`config.mk`:
```
export PLATFORM = sky130hd
export DESIGN_NAME = cfg_header_regs
export DESIGN_NICKNAME = d
export VERILOG_FILES = /design/src/rtl/cfg_hdr_pkg.sv /design/src/rtl/cfg_access_decode.sv /design/src/rtl/cfg_bar_reg.sv /design/src/rtl/cfg_rom_reg.sv /design/src/rtl/cfg_header_regs.sv
export SDC_FILE = /design/constraint.sdc
export NUM_CORES = 1
export LEC_CHECK = 0
export BUFFER_PORTS_ARGS = -buffer_cell sky130_fd_sc_hd__buf_2
export CAP_MARGIN = 20
export CORE_MARGIN = 1
export CORE_UTILIZATION = 61
export DETAILED_ROUTE_END_ITERATION = 6
export GPL_ROUTABILITY_DRIVEN = 0
export GPL_TIMING_DRIVEN = 1
export PLACE_DENSITY = 0.89
export SYNTH_ARGS = -nofsm -noshare
export SYNTH_HDL_FRONTEND = slang
export SYNTH_SLANG_ARGS = --single-unit
```
`constraint.sdc`:
```
create_clock -name clk -period 2 [get_ports clk]
set_clock_uncertainty 0.1 [all_clocks]
set_input_delay 0.4 -clock clk [delete_from_list [all_inputs] [get_ports clk]]
set_output_delay 0.4 -clock clk [all_outputs]
set_load 0.05 [all_outputs]
```
`src/rtl/cfg_hdr_pkg.sv`:
```
package cfg_hdr_pkg;
   localparam int unsigned HDR_BYTES = 64;
   localparam int unsigned NUM_BARS  = 6;
   localparam int unsigned IDX_W     = $clog2(HDR_BYTES);

   // Field offsets; the layout is decoded by software, so positions are fixed
   localparam int unsigned OFS_VENDOR     = 0;
   localparam int unsigned OFS_DEVICE     = 2;
   localparam int unsigned OFS_COMMAND    = 4;
   localparam int unsigned OFS_STATUS     = 6;
   localparam int unsigned OFS_REVISION   = 8;
   localparam int unsigned OFS_CLASS      = 9;
   localparam int unsigned OFS_CACHE_LINE = 12;
   localparam int unsigned OFS_LATENCY    = 13;
   localparam int unsigned OFS_HDR_TYPE   = 14;
   localparam int unsigned OFS_BAR_FIRST  = 16;
   localparam int unsigned OFS_BAR_LAST   = OFS_BAR_FIRST + 4 * (NUM_BARS - 1);
   localparam int unsigned OFS_SUBSYS_VEN = 44;
   localparam int unsigned OFS_SUBSYS_ID  = 46;
   localparam int unsigned OFS_ROM        = 48;
   localparam int unsigned OFS_INT_LINE   = 60;
   localparam int unsigned OFS_INT_PIN    = 61;

   localparam logic [31:0] PROBE_ALL_ONES = 32'hFFFF_FFFF;
   localparam logic [31:0] ROM_PROBE      = 32'hFFFF_FFFE;

   typedef enum logic [1:0] {
      WR_NONE  = 2'd0,
      WR_BYTES = 2'd1,
      WR_BAR   = 2'd2,
      WR_ROM   = 2'd3
   } wr_kind_e;

   function automatic logic [7:0] lane_byte(input logic [31:0] w, input logic [1:0] lane);
      return w[8*lane +: 8];
   endfunction
endpackage

```
`src/rtl/cfg_access_decode.sv`:
```
module cfg_access_decode
   import cfg_hdr_pkg::*;
#(
   parameter int unsigned OFS_W = 8
)(
   input  logic [OFS_W-1:0]     req_offset,
   input  logic [2:0]           req_size,
   input  logic                 req_write,
   output logic                 acc_err,
   output wr_kind_e             wr_kind,
   output logic [HDR_BYTES-1:0] byte_we,
   output logic [2:0]           bar_sel
);
   localparam int unsigned BAR_SPAN = 4 * NUM_BARS;

   generate
      if (OFS_W < IDX_W) begin : g_bad_width
         $error("cfg_access_decode: OFS_W must cover the header");
      end
   endgenerate

   logic [IDX_W-1:0] idx;
   logic             size_ok, align_ok, range_ok, fmt_ok;

   assign idx = req_offset[IDX_W-1:0];

   generate
      if (OFS_W > IDX_W) begin : g_range_chk
         assign range_ok = (req_offset[OFS_W-1:IDX_W] == '0);
      end else begin : g_range_free
         assign range_ok = 1'b1;
      end
   endgenerate

   always_comb begin
      size_ok  = (req_size == 3'd1) || (req_size == 3'd2) || (req_size == 3'd4);
      unique case (req_size)
         3'd2:    align_ok = ~idx[0];
         3'd4:    align_ok = (idx[1:0] == 2'b00);
         default: align_ok = 1'b1;
      endcase
      fmt_ok = size_ok && align_ok && range_ok;
   end

   always_comb begin
      acc_err = 1'b0;
      wr_kind = WR_NONE;
      byte_we = '0;
      bar_sel = '0;
      if (!fmt_ok) begin
         acc_err = 1'b1;
      end else if (req_write) begin
         unique case (req_size)
            3'd1: begin
               if (idx == IDX_W'(OFS_CACHE_LINE) || idx == IDX_W'(OFS_LATENCY) ||
                   idx == IDX_W'(OFS_INT_LINE)) begin
                  wr_kind = WR_BYTES;
                  byte_we = HDR_BYTES'(1) << idx;
               end else begin
                  acc_err = 1'b1;
               end
            end
            3'd2: begin
               if (idx == IDX_W'(OFS_COMMAND) || idx == IDX_W'(OFS_STATUS) ||
                   idx == IDX_W'(OFS_CACHE_LINE)) begin
                  wr_kind = WR_BYTES;
                  byte_we = HDR_BYTES'(3) << idx;
               end else begin
                  acc_err = 1'b1;
               end
            end
            default: begin
               if (idx == IDX_W'(OFS_COMMAND)) begin
                  // word write reaches the command half only
                  wr_kind = WR_BYTES;
                  byte_we = HDR_BYTES'(3) << idx;
               end else if (int'(idx) >= OFS_BAR_FIRST && int'(idx) < OFS_BAR_FIRST + BAR_SPAN) begin
                  wr_kind = WR_BAR;
                  bar_sel = 3'((int'(idx) - OFS_BAR_FIRST) >> 2);
               end else if (idx == IDX_W'(OFS_ROM)) begin
                  wr_kind = WR_ROM;
               end
            end
         endcase
      end
   end
endmodule

```
`src/rtl/cfg_bar_reg.sv`:
```
module cfg_bar_reg
   import cfg_hdr_pkg::*;
#(
   parameter logic [31:0] INIT = 32'h0,
   parameter logic [31:0] SIZE = 32'h0
)(
   input  logic        clk,
   input  logic        rst_n,
   input  logic        wr_en,
   input  logic [31:0] wr_data,
   output logic [31:0] value
);
   localparam bit          IS_IO    = INIT[0];
   localparam int unsigned MIN_SIZE = IS_IO ? 4 : 16;
   localparam logic [31:0] SIZE_MSK = ~(SIZE - 32'd1);

   generate
      if (SIZE != 0 && ((SIZE & (SIZE - 32'd1)) != 0)) begin : g_pow2_err
         $error("cfg_bar_reg: SIZE must be a power of two");
      end
      if (SIZE != 0 && SIZE < MIN_SIZE) begin : g_min_err
         $error("cfg_bar_reg: SIZE below the minimum for this BAR kind");
      end
   endgenerate

   logic [31:0] ro_mask;

   generate
      if (IS_IO) begin : g_io
         assign ro_mask = 32'h0000_0003;
      end else begin : g_mem
         assign ro_mask = 32'h0000_000F;
      end
   endgenerate

   logic [31:0] next_val;

   always_comb begin
      if (wr_data == PROBE_ALL_ONES) begin
         next_val = SIZE_MSK | (value & ro_mask);
      end else begin
         next_val = (wr_data & ~ro_mask) | (value & ro_mask);
      end
   end

   always_ff @(posedge clk or negedge rst_n) begin
      if (!rst_n) begin
         value <= INIT;
      end else if (wr_en) begin
         value <= next_val;
      end
   end
endmodule

```
`src/rtl/cfg_rom_reg.sv`:
```
module cfg_rom_reg
   import cfg_hdr_pkg::*;
#(
   parameter logic [31:0] INIT = 32'h0
)(
   input  logic        clk,
   input  logic        rst_n,
   input  logic        wr_en,
   input  logic [31:0] wr_data,
   output logic [31:0] value
);
   always_ff @(posedge clk or negedge rst_n) begin
      if (!rst_n) begin
         value <= INIT;
      end else if (wr_en) begin
         value <= (wr_data == ROM_PROBE) ? PROBE_ALL_ONES : wr_data;
      end
   end
endmodule

```
`src/rtl/cfg_header_regs.sv`:
```
module cfg_header_regs
   import cfg_hdr_pkg::*;
#(
   parameter int unsigned            OFS_W       = 8,
   parameter logic [15:0]            VENDOR_ID   = 16'h1D0F,
   parameter logic [15:0]            DEVICE_ID   = 16'h0042,
   parameter logic [15:0]            CMD_INIT    = 16'h0000,
   parameter logic [15:0]            STATUS_INIT = 16'h0010,
   parameter logic [7:0]             REVISION    = 8'h03,
   parameter logic [23:0]            CLASS_CODE  = 24'h020000,
   parameter logic [7:0]             HDR_TYPE    = 8'h00,
   parameter logic [15:0]            SUBSYS_VEN  = 16'h1D0F,
   parameter logic [15:0]            SUBSYS_ID   = 16'h1100,
   parameter logic [7:0]             INT_LINE    = 8'hFF,
   parameter logic [7:0]             INT_PIN     = 8'h01,
   parameter logic [31:0]            ROM_INIT    = 32'h0000_0000,
   parameter logic [NUM_BARS*32-1:0] BAR_INIT    = {32'h0, 32'h0, 32'h1, 32'h8, 32'h1, 32'h0},
   parameter logic [NUM_BARS*32-1:0] BAR_SIZE    = {32'h10, 32'h0, 32'h4, 32'h10000, 32'h100, 32'h1000}
)(
   input  logic             clk,
   input  logic             rst_n,
   input  logic             req_valid,
   input  logic             req_write,
   input  logic [OFS_W-1:0] req_offset,
   input  logic [2:0]       req_size,
   input  logic [31:0]      req_wdata,
   output logic             rsp_valid,
   output logic             rsp_err,
   output logic [31:0]      rsp_rdata
);
   function automatic logic [7:0] init_byte(input int unsigned i);
      case (i)
         OFS_VENDOR:         return VENDOR_ID[7:0];
         OFS_VENDOR + 1:     return VENDOR_ID[15:8];
         OFS_DEVICE:         return DEVICE_ID[7:0];
         OFS_DEVICE + 1:     return DEVICE_ID[15:8];
         OFS_COMMAND:        return CMD_INIT[7:0];
         OFS_COMMAND + 1:    return CMD_INIT[15:8];
         OFS_STATUS:         return STATUS_INIT[7:0];
         OFS_STATUS + 1:     return STATUS_INIT[15:8];
         OFS_REVISION:       return REVISION;
         OFS_CLASS:          return CLASS_CODE[7:0];
         OFS_CLASS + 1:      return CLASS_CODE[15:8];
         OFS_CLASS + 2:      return CLASS_CODE[23:16];
         OFS_HDR_TYPE:       return HDR_TYPE;
         OFS_SUBSYS_VEN:     return SUBSYS_VEN[7:0];
         OFS_SUBSYS_VEN + 1: return SUBSYS_VEN[15:8];
         OFS_SUBSYS_ID:      return SUBSYS_ID[7:0];
         OFS_SUBSYS_ID + 1:  return SUBSYS_ID[15:8];
         OFS_INT_LINE:       return INT_LINE;
         OFS_INT_PIN:        return INT_PIN;
         default:            return 8'h00;
      endcase
   endfunction

   logic                 acc_err;
   wr_kind_e             wr_kind;
   logic [HDR_BYTES-1:0] byte_we;
   logic [2:0]           bar_sel;
   logic [IDX_W-1:0]     idx;

   assign idx = req_offset[IDX_W-1:0];

   cfg_access_decode #(.OFS_W(OFS_W)) u_decode (
      .req_offset (req_offset),
      .req_size   (req_size),
      .req_write  (req_write),
      .acc_err    (acc_err),
      .wr_kind    (wr_kind),
      .byte_we    (byte_we),
      .bar_sel    (bar_sel)
   );

   // Plain byte fields: one flop per byte, constants fold away
   logic [7:0] hdr_q     [HDR_BYTES];
   logic [7:0] lane_data [HDR_BYTES];

   always_comb begin
      for (int i = 0; i < HDR_BYTES; i++) begin
         lane_data[i] = lane_byte(req_wdata, 2'(i) - idx[1:0]);
      end
   end

   always_ff @(posedge clk or negedge rst_n) begin
      if (!rst_n) begin
         for (int i = 0; i < HDR_BYTES; i++) hdr_q[i] <= init_byte(i);
      end else if (req_valid && wr_kind == WR_BYTES) begin
         for (int i = 0; i < HDR_BYTES; i++) begin
            if (byte_we[i]) hdr_q[i] <= lane_data[i];
         end
      end
   end

   // Base address registers
   logic [31:0] bar_val [NUM_BARS];

   generate
      for (genvar b = 0; b < NUM_BARS; b++) begin : g_bar
         logic bar_we;
         assign bar_we = req_valid && (wr_kind == WR_BAR) && (bar_sel == 3'(b));
         cfg_bar_reg #(
            .INIT (BAR_INIT[32*b +: 32]),
            .SIZE (BAR_SIZE[32*b +: 32])
         ) u_bar (
            .clk     (clk),
            .rst_n   (rst_n),
            .wr_en   (bar_we),
            .wr_data (req_wdata),
            .value   (bar_val[b])
         );
      end
   endgenerate

   logic [31:0] rom_val;
   logic        rom_we;

   assign rom_we = req_valid && (wr_kind == WR_ROM);

   cfg_rom_reg #(.INIT(ROM_INIT)) u_rom (
      .clk     (clk),
      .rst_n   (rst_n),
      .wr_en   (rom_we),
      .wr_data (req_wdata),
      .value   (rom_val)
   );

   // Assembled view of the header for reads
   logic [7:0] view [HDR_BYTES];

   always_comb begin
      for (int i = 0; i < HDR_BYTES; i++) view[i] = hdr_q[i];
      for (int b = 0; b < NUM_BARS; b++) begin
         for (int k = 0; k < 4; k++) view[OFS_BAR_FIRST + 4*b + k] = bar_val[b][8*k +: 8];
      end
      for (int k = 0; k < 4; k++) view[OFS_ROM + k] = rom_val[8*k +: 8];
   end

   logic [31:0] rd_word;

   always_comb begin
      rd_word = '0;
      if (!acc_err && !req_write) begin
         for (int k = 0; k < 4; k++) begin
            if (k < int'(req_size)) rd_word[8*k +: 8] = view[IDX_W'(idx + IDX_W'(k))];
         end
      end
   end

   always_ff @(posedge clk or negedge rst_n) begin
      if (!rst_n) begin
         rsp_valid <= 1'b0;
         rsp_err   <= 1'b0;
         rsp_rdata <= '0;
      end else begin
         rsp_valid <= req_valid;
         rsp_err   <= req_valid && acc_err;
         rsp_rdata <= req_valid ? rd_word : '0;
      end
   end
endmodule

```
==> results of run 1 <==
per-layer routing:
metal  GRT usage  overflow
met5       0.457         0
met4       0.683         5
met3       0.642         0
met2       0.824         3
met1       0.700         0
kinds of logic after synthesis:
| kind of cell | count (synthesis) | synth area share |
|---|---|---|
| and+or+nand+nor | 480 | 0.0612 |
| adders and majority gates | 13 | 0.00448 |
| muxes | 980 | 0.452 |
| buffers and inverters | 428 | 0.0509 |
| AOI/OAI and AO/OA | 342 | 0.0634 |
| xor gates and xnor gates | 17 | 0.00431 |
| DFF | 526 | 0.363 |
repair_timing:
item	4_1_cts
resized for setup	386
pin swaps	61
setup buffers	84
gates cloned	34
hold endpoints to repair	341
hold buffers	2
endpoints found under the setup margin	377
per-stage QoR:
stage          TNS, ps  hold slack (ps)  std cells  worst slack, ps   util
3_5_place_dp   -310030              190       3767            -1150  0.699
4_1_cts         -30820             57.0       3982             -231  0.788
2_1_floorplan  -374680             4.41       2786            -1140      -
3_3_place_gp   -286890              191       3767            -1150  0.699
cells in the mapped netlist (all sizes together), types with 23 or more instances:
library cell / n / share of area
a21oi: 52 / 0.0072
buf: 163 / 0.024
clkbuf: 241 / 0.025
dfrtp: 493 / 0.34
dfstp: 33 / 0.024
inv: 23 / 0.0024
mux2: 327 / 0.10
mux2i: 162 / 0.045
mux4: 491 / 0.30
nand2: 245 / 0.025
nand3: 64 / 0.0091
nor2: 65 / 0.0067
o21ai: 93 / 0.013
o22ai: 32 / 0.0057
==> impl_metrics.ini, run 1 <==
[clock_tree]
cts.sinks = 526
cts_root_buffer = clkbuf_16
numCtsBuffers = 54
htree_levels = 2
cts_buffer_depth = 3

[synthesis]
syn_inst = 2786
yosysWarnings = 0
ys_async_sr_fraction = 1.00
syn_area_per_cell_um2 = 13.0
synth_nets = 2846
ys_seq_area_frac = 0.363
ys.flop_type = dfrtp_1
synth_edf_count = 0
synth-seq-cells = 526
synth_area_um2 = 36300
synth_cell_types = 87

[die]
start_util = 0.617
die-width_um = 246
num_rows = 89
die_h_um = 246
io_pins = 81

[status]
error_line = [ERROR GRT-0116] Global routing finished with congestion. Check the congestion regions in the DRC Viewer.
flow.stopped_at = global routing
status = did not finish

[global_routing]
grt_overflow = 8
grt_max_degree = 81
grt_usage = 0.714
grt_pass1_wl_um = 304000
grt_pass1_vias = 41200

[placement]
placed_area_um2 = 41200
dp_hpwl_um = 99000
io_buffers = 80
==> run 2, diff against run 1 <==
--- a/config.mk
+++ b/config.mk
@@ -8,11 +8,11 @@
 export BUFFER_PORTS_ARGS = -buffer_cell sky130_fd_sc_hd__buf_2
 export CAP_MARGIN = 20
 export CORE_MARGIN = 1
-export CORE_UTILIZATION = 61
+export CORE_UTILIZATION = 40
 export DETAILED_ROUTE_END_ITERATION = 6
 export GPL_ROUTABILITY_DRIVEN = 0
 export GPL_TIMING_DRIVEN = 1
-export PLACE_DENSITY = 0.89
+export PLACE_DENSITY_LB_ADDON = 0.15
 export SYNTH_ARGS = -nofsm -noshare
 export SYNTH_HDL_FRONTEND = slang
 export SYNTH_SLANG_ARGS = --single-unit
==> impl_metrics.ini, run 2 <==
[pwr]
p_leak_nw = 21.8
ir_worst_vdd_uv = 563
p_per_area_nw_per_um2 = 623
power_w = 0.0307

[timing]
fin_ws_ps = -252
hold_violations = 0
finalHoldWorstSlack_ps = 103
slew_headroom = 0.620
grt_setup_unrepaired = yes
slew_violations = 0
finalCritPeriodShare = 1.13
setup_tns_ps = -39590
setup_viol = 331
worstMarginPinSlew_ps = 570
min_period_ps = 2250
max_freq_mhz = 444

[synthesis]
synth_edf_count = 0
synth-compound-area-share = 0.0634
yosysWarnings = 0
synth-seq-cells = 526
ys_seq_area_frac = 0.363
syn_area_per_cell_um2 = 13.0
yosysTopAreaCell = dfrtp_1
synth_area_um2 = 36300
netlist_top_cells_area = dfrtp_1 (34%), mux4_2 (30%), mux2_2 (9.5%)
synthSimpleGateAreaFrac = 0.0612
synth_nets = 2846
ys_async_sr_fraction = 1.00
synth_most_common_cell = dfrtp_1
ys_top_cells_by_count = dfrtp_1 (493), mux4_2 (491), mux2_2 (308)
synthXorXnorAreaFrac = 0.00431
synthMuxAreaShare = 0.452
ys.flop_type = dfrtp_1
yosys.area.top_type_share = 0.340
syn_inst = 2786
synth_top_family_by_area = multiplexers
synthAdderAreaFrac = 0.00448
synth_cell_types = 87

[final_layout]
top_regs = hdr_q (288), g_bar.u_bar.value (172)
largest_reg_flops = 288
nets = 3408
final_layout_size_suffix_gt1_frac = 0.598
final_common_cell = buf_4
largest_register = hdr_q
area_growth_pct = 35.5
final_cell_mix = buf_4 (568), dfrtp_1 (492), mux4_2 (491), nand2_1 (232), mux2_2 (178)

[status]
violations = setup timing
status = finished, violations left

[clock_tree]
htree_levels = 3
cts_root_buffer = clkbuf_16
numCtsBuffers = 67
clk_latency_ps = 640
cts_buffer_depth = 3
cts_tree = yes
path_clk_slew_ps = 60
cts.sinks = 526

[global_routing]
grt_usage = 0.344
grt_pass1_wl_um = 225000
antenna_found_initial = 10
grt_max_degree = 89
grt_overflow = 0
grt_pass1_vias = 30600

[setup_path]
arrival_ps = 2650
crit_top_cell = buf_12
cp_max_fo = 10
worstPathRequired_ps = 2400
crit_chain = buf_12, inv_8, buf_6, ha_4, buf_12, buf_12, mux2i_2, o22ai_2, mux4_2, mux2i_1, buf_4, o22ai_2
worstSetupStartpointType = primary input
startpoint = req_offset[1]
regToRegStartpoint = g_bar[3].u_bar.value[11]
path_class = in2reg
r2r_end = rsp_rdata[19]
cpPeakStageDelay_ps = 510
cp_slowest_cell = mux4_2
end_kind = flop
rrSetupSlack_ps = -150
reg2reg_depth = 5

[flow_run]
maxCapViolations = 0

[drt]
drc = 0
vias = 30600
avgViaCountPerCell = 6.68
drt_wl_total_um = 160000
wire_per_inst_um = 35.0
first_pass_iters = 5
drtIter0Drc = 3584
ant_nets = 0

[die]
io_pins = 81
start_util = 0.404
die-width_um = 303
num_rows = 110
core_area_um2 = 90000
dieArea_um2 = 92000
die_h_um = 303

[hold_path]
hold_depth = 3
hp-start = req_wdata[0]
worstHoldPathType = in2reg
min_to = u_rom.value[0]

[placement]
dp_hpwl_um = 109000
io_buffers = 80
-- run 2: cell counts after synthesis --
Identical to the previous run, type by type.
-- run 2: cell type report --
class | count | area [um2]
Antenna cell | 2 | 5.00
Clock buffer | 93 | 1990
Clock inverter | 28 | 348
Fill cell | 7320 | 40800
Inverter | 24 | 118
Multi-Input combinational cell | 1832 | 22900
Sequential cell | 526 | 13200
Tap cell | 1176 | 1470
Timing Repair Buffer | 897 | 9250
-- run 2: worst max-delay path by stage --
| stage | endpoint | slack [ps] | cells after the start |
|---|---|---|---|
| 2_1_floorplan | g_bar[1].u_bar.value[14] | -1140 | 14 |
| 3_3_place_gp | rsp_rdata[26] | -1490 | 13 |
| 3_5_place_dp | rsp_rdata[30] | -1450 | 13 |
| 4_1_cts | rsp_rdata[24] | -240 | 14 |
| 5_1_grt | rsp_rdata[10] | -270 | 12 |
| 6_report | rsp_rdata[10] | -250 | 12 |
-- run 2: timing repair --
item	4_1_cts	5_1_grt
setup buffers	93	49
pin swaps	70	73
setup endpoints to repair	380	345
endpoints found under the hold margin	303	0
hold buffers	3	0
cloned	26	10
gates resized for setup	288	233
-- run 2: per-stage QoR --
| step | worst slack (ps) | cell area (um2) | instances | util |
|---|---|---|---|---|
| after CTS | -244 | 48000 | 4531 | 0.533 |
| final | -252 | 49200 | 4578 | 0.547 |
| after global routing | -270 | 49200 | 4576 | 0.547 |
| after floorplan | -1140 | 37000 | 2786 | - |
| after detailed placement | -1450 | 42800 | 4291 | 0.475 |
| after global placement | -1490 | 42800 | 4291 | 0.475 |
-- run 2: critical path: cells and delay by family --
| kind | cells | cell delay, ps |
|---|---|---|
| adder cells (fa/ha/maj) | 1 | 350 |
| multiplexers | 3 | 920 |
| buffers and inverters | 6 | 770 |
| AO/OA/AOI/OAI | 2 | 190 |
-- run 2: report_power, final --
| part | total, W | internal (W) | switching, W |
|---|---|---|---|
| clock network | 0.0130 | 0.00786 | 0.00509 |
| registers | 0.0110 | 0.0108 | 0.000185 |
| logic | 0.00673 | 0.00312 | 0.00362 |
-- run 2: cell families (layout without fill, tap and decap cells) --
| kind of cell | Yosys count | count (layout) |
|---|---|---|
| compound gates | 342 | 342 |
| xor+xnor | 17 | 17 |
| buf+inv | 428 | 1042 |
| simple gates | 480 | 480 |
| fa+ha+maj | 13 | 13 |
| mux | 980 | 980 |
| other cells | 0 | 2 |
| flops | 526 | 526 |
-- run 2: layer usage --
metal,up-vias,track usage,part of all wire,routed length [um]
met2,2111,0.508,0.44,70500
li1,12000,-,-,-
met4,10,0.182,0.064,10200
met3,525,0.101,0.12,19400
met1,15900,0.458,0.38,60300
met5,-,0,0.00032,52
Power figures use the tool's default switching activity.
==> run 3, diff against run 2 <==
--- a/config.mk
+++ b/config.mk
@@ -6,13 +6,14 @@
 export NUM_CORES = 1
 export LEC_CHECK = 0
 export BUFFER_PORTS_ARGS = -buffer_cell sky130_fd_sc_hd__buf_2
-export CAP_MARGIN = 20
 export CORE_MARGIN = 1
 export CORE_UTILIZATION = 40
 export DETAILED_ROUTE_END_ITERATION = 6
 export GPL_ROUTABILITY_DRIVEN = 0
 export GPL_TIMING_DRIVEN = 1
+export MAX_ROUTING_LAYER = met4
 export PLACE_DENSITY_LB_ADDON = 0.15
 export SYNTH_ARGS = -nofsm -noshare
 export SYNTH_HDL_FRONTEND = slang
+export SYNTH_HIERARCHICAL = 1
 export SYNTH_SLANG_ARGS = --single-unit
==> impl_metrics.ini, run 3 <==
[setup_path]
path_class = in2reg
crit_top_cell = buf_6
cp_slowest_cell = or3_4
arrival_ps = 2890
cpPeakStageDelay_ps = 430
worstSetupStartpointType = primary input
path_buf_inv = 2
regToRegStartpoint = g_bar[4].u_bar/value[27]
cp_max_fo = 7
crit_chain = buf_6, or3b_4, a211oi_4, nor2_2, a311o_1, nor3b_2, buf_6, nand2_4, or3_4, nor4_4, a22o_1
worstPathRequired_ps = 2470
r2r_end = rsp_rdata[3]
rrSetupSlack_ps = -200
reg2reg_depth = 5
end_kind = flop
critical-path-top-delay-family = simple AND/OR/NAND/NOR gates

[timing]
worstMarginPinSlew_ps = 1020
slew_violations = 0
setup_tns_ps = -91000
fin_ws_ps = -420
finalCritPeriodShare = 1.21
grt_setup_unrepaired = yes
max_freq_mhz = 413
setup_viol = 349
slew_headroom = 0.321
min_period_ps = 2420
hold_violations = 0

[clock_tree]
clk_latency_ps = 650
cts_tree = yes
cts_buffer_depth = 3
cts.sinks = 526
cts_root_buffer = clkbuf_16
htree_levels = 3
path_clk_slew_ps = 60
numCtsBuffers = 68

[hold_path]
worstHoldPathType = in2reg
hp-start = req_valid
min_to = rsp_valid
hold_depth = 3

[pwr]
intPower_w = 0.0222
p_per_area_nw_per_um2 = 593
p_leak_nw = 23.6
ir_worst_vdd_uv = 555
swShare = 0.302
power_switching_w = 0.00962
seq_power_share = 0.350
power.share.combinational = 0.244
pwr-share-clk = 0.406

[final_layout]
largest_register = hdr_q
num-fill-cells = 7842
top_regs = hdr_q (288), g_bar.u_bar/value (172)
area_growth_pct = 38.2
final_util = 0.561
nets = 3842
final_common_cell = buf_4
final_layout_size_suffix_gt1_frac = 0.620
largest_reg_flops = 288
final_cell_mix = buf_4 (725), mux4_2 (520), dfrtp_1 (493), mux2_2 (308), nand2_1 (276)

[synthesis]
syn_area_per_cell_um2 = 13.3
synth_area_um2 = 38800
syn_inst = 2915
yosysWarnings = 6

[global_routing]
grt_pass1_vias = 34600
antenna_found_initial = 10
grt_overflow = 0
grt_pass1_wl_um = 254000
grt_max_degree = 70
grt_usage = 0.374

[status]
status = finished, violations left
violations = setup timing

[drt]
drt_wl_total_um = 179000
ant_nets = 0
first_pass_iters = 6
drc = 0
vias = 34400
wire_per_inst_um = 35.1
drtIter0Drc = 4189
avgViaCountPerCell = 6.74

[flow_run]
maxCapViolations = 0

[die]
dieArea_um2 = 98300
io_pins = 81
start_util = 0.406
num_rows = 113
die_h_um = 313
die-width_um = 313
core_area_um2 = 95600

[placement]
dp_hpwl_um = 130000
io_buffers = 80
run 3: how the worst max path moves through the flow:
stage,startpoint,to,slack [ps],cells after the start
4_1_cts,req_offset[5],rsp_rdata[28],-360,12
6_report,req_offset[5],rsp_rdata[28],-420,11
3_3_place_gp,req_offset[5],rsp_rdata[27],-1150,13
3_5_place_dp,req_offset[5],rsp_rdata[28],-1180,12
2_1_floorplan,req_offset[1],rsp_rdata[25],-960,14
5_1_grt,req_offset[5],rsp_rdata[28],-470,12
run 3: power by group through the flow:
| stage | clock [W] | combinational, W | sequential (W) |
|---|---|---|---|
| 2_1_floorplan | 0 | 0.00351 | 0.0113 |
| 3_3_place_gp | 0 | 0.00667 | 0.0113 |
| 3_5_place_dp | 0 | 0.00674 | 0.0113 |
| 4_1_cts | 0.0130 | 0.00747 | 0.0111 |
| 5_1_grt | 0.0134 | 0.00795 | 0.0111 |
| 6_report | 0.0129 | 0.00778 | 0.0111 |
run 3: cell type report:
type	count	area, um2	share of cell area
multi-input cells	2093	25700	0.480
flip-flops and latches	526	13200	0.246
repair buffers	1042	10600	0.197
clock buffers	100	2090	0.0389
well taps	1265	1580	0.0295
inverters	56	240	0.00448
clock inverters	20	210	0.00392
diodes	6	15.0	0.000280
run 3: what timing repair did:
item | in CTS | in global routing
endpoints found under the setup margin | 348 | 351
gates cloned | 28 | 10
hold endpoints to repair | 274 | 0
pin swaps | 22 | 57
buffers inserted | 70 | 19
resized for setup | 193 | 154
hold buffers | 1 | 0
run 3: per-layer routing:
layer,share of wire,global-route usage,wire length (um)
met3,0.10,0.0895,18300
met4,0.084,0.240,15000
met1,0.36,0.453,64900
met2,0.45,0.561,81200
met5,0,-,0
run 3: worst register-to-register path: stages, from the launching register on:
cell     delay [ps]
dfrtp_1         410
mux4_2          520
mux4_2          520
nor3b_2         300
nor3_4           90
buf_12          150
run 3: stage by stage:
stage	worst slack [ps]	cell area, um2	std cells	power [W]	hold WS [ps]
4_1_cts	-355	52500	5080	0.0316	25.6
6_report	-420	53600	5108	0.0318	42.5
3_5_place_dp	-1180	47800	4863	0.0180	193
5_1_grt	-466	53600	5106	0.0325	54.4
2_1_floorplan	-960	40300	2948	0.0148	4.41
3_3_place_gp	-1150	47800	4863	0.0179	192
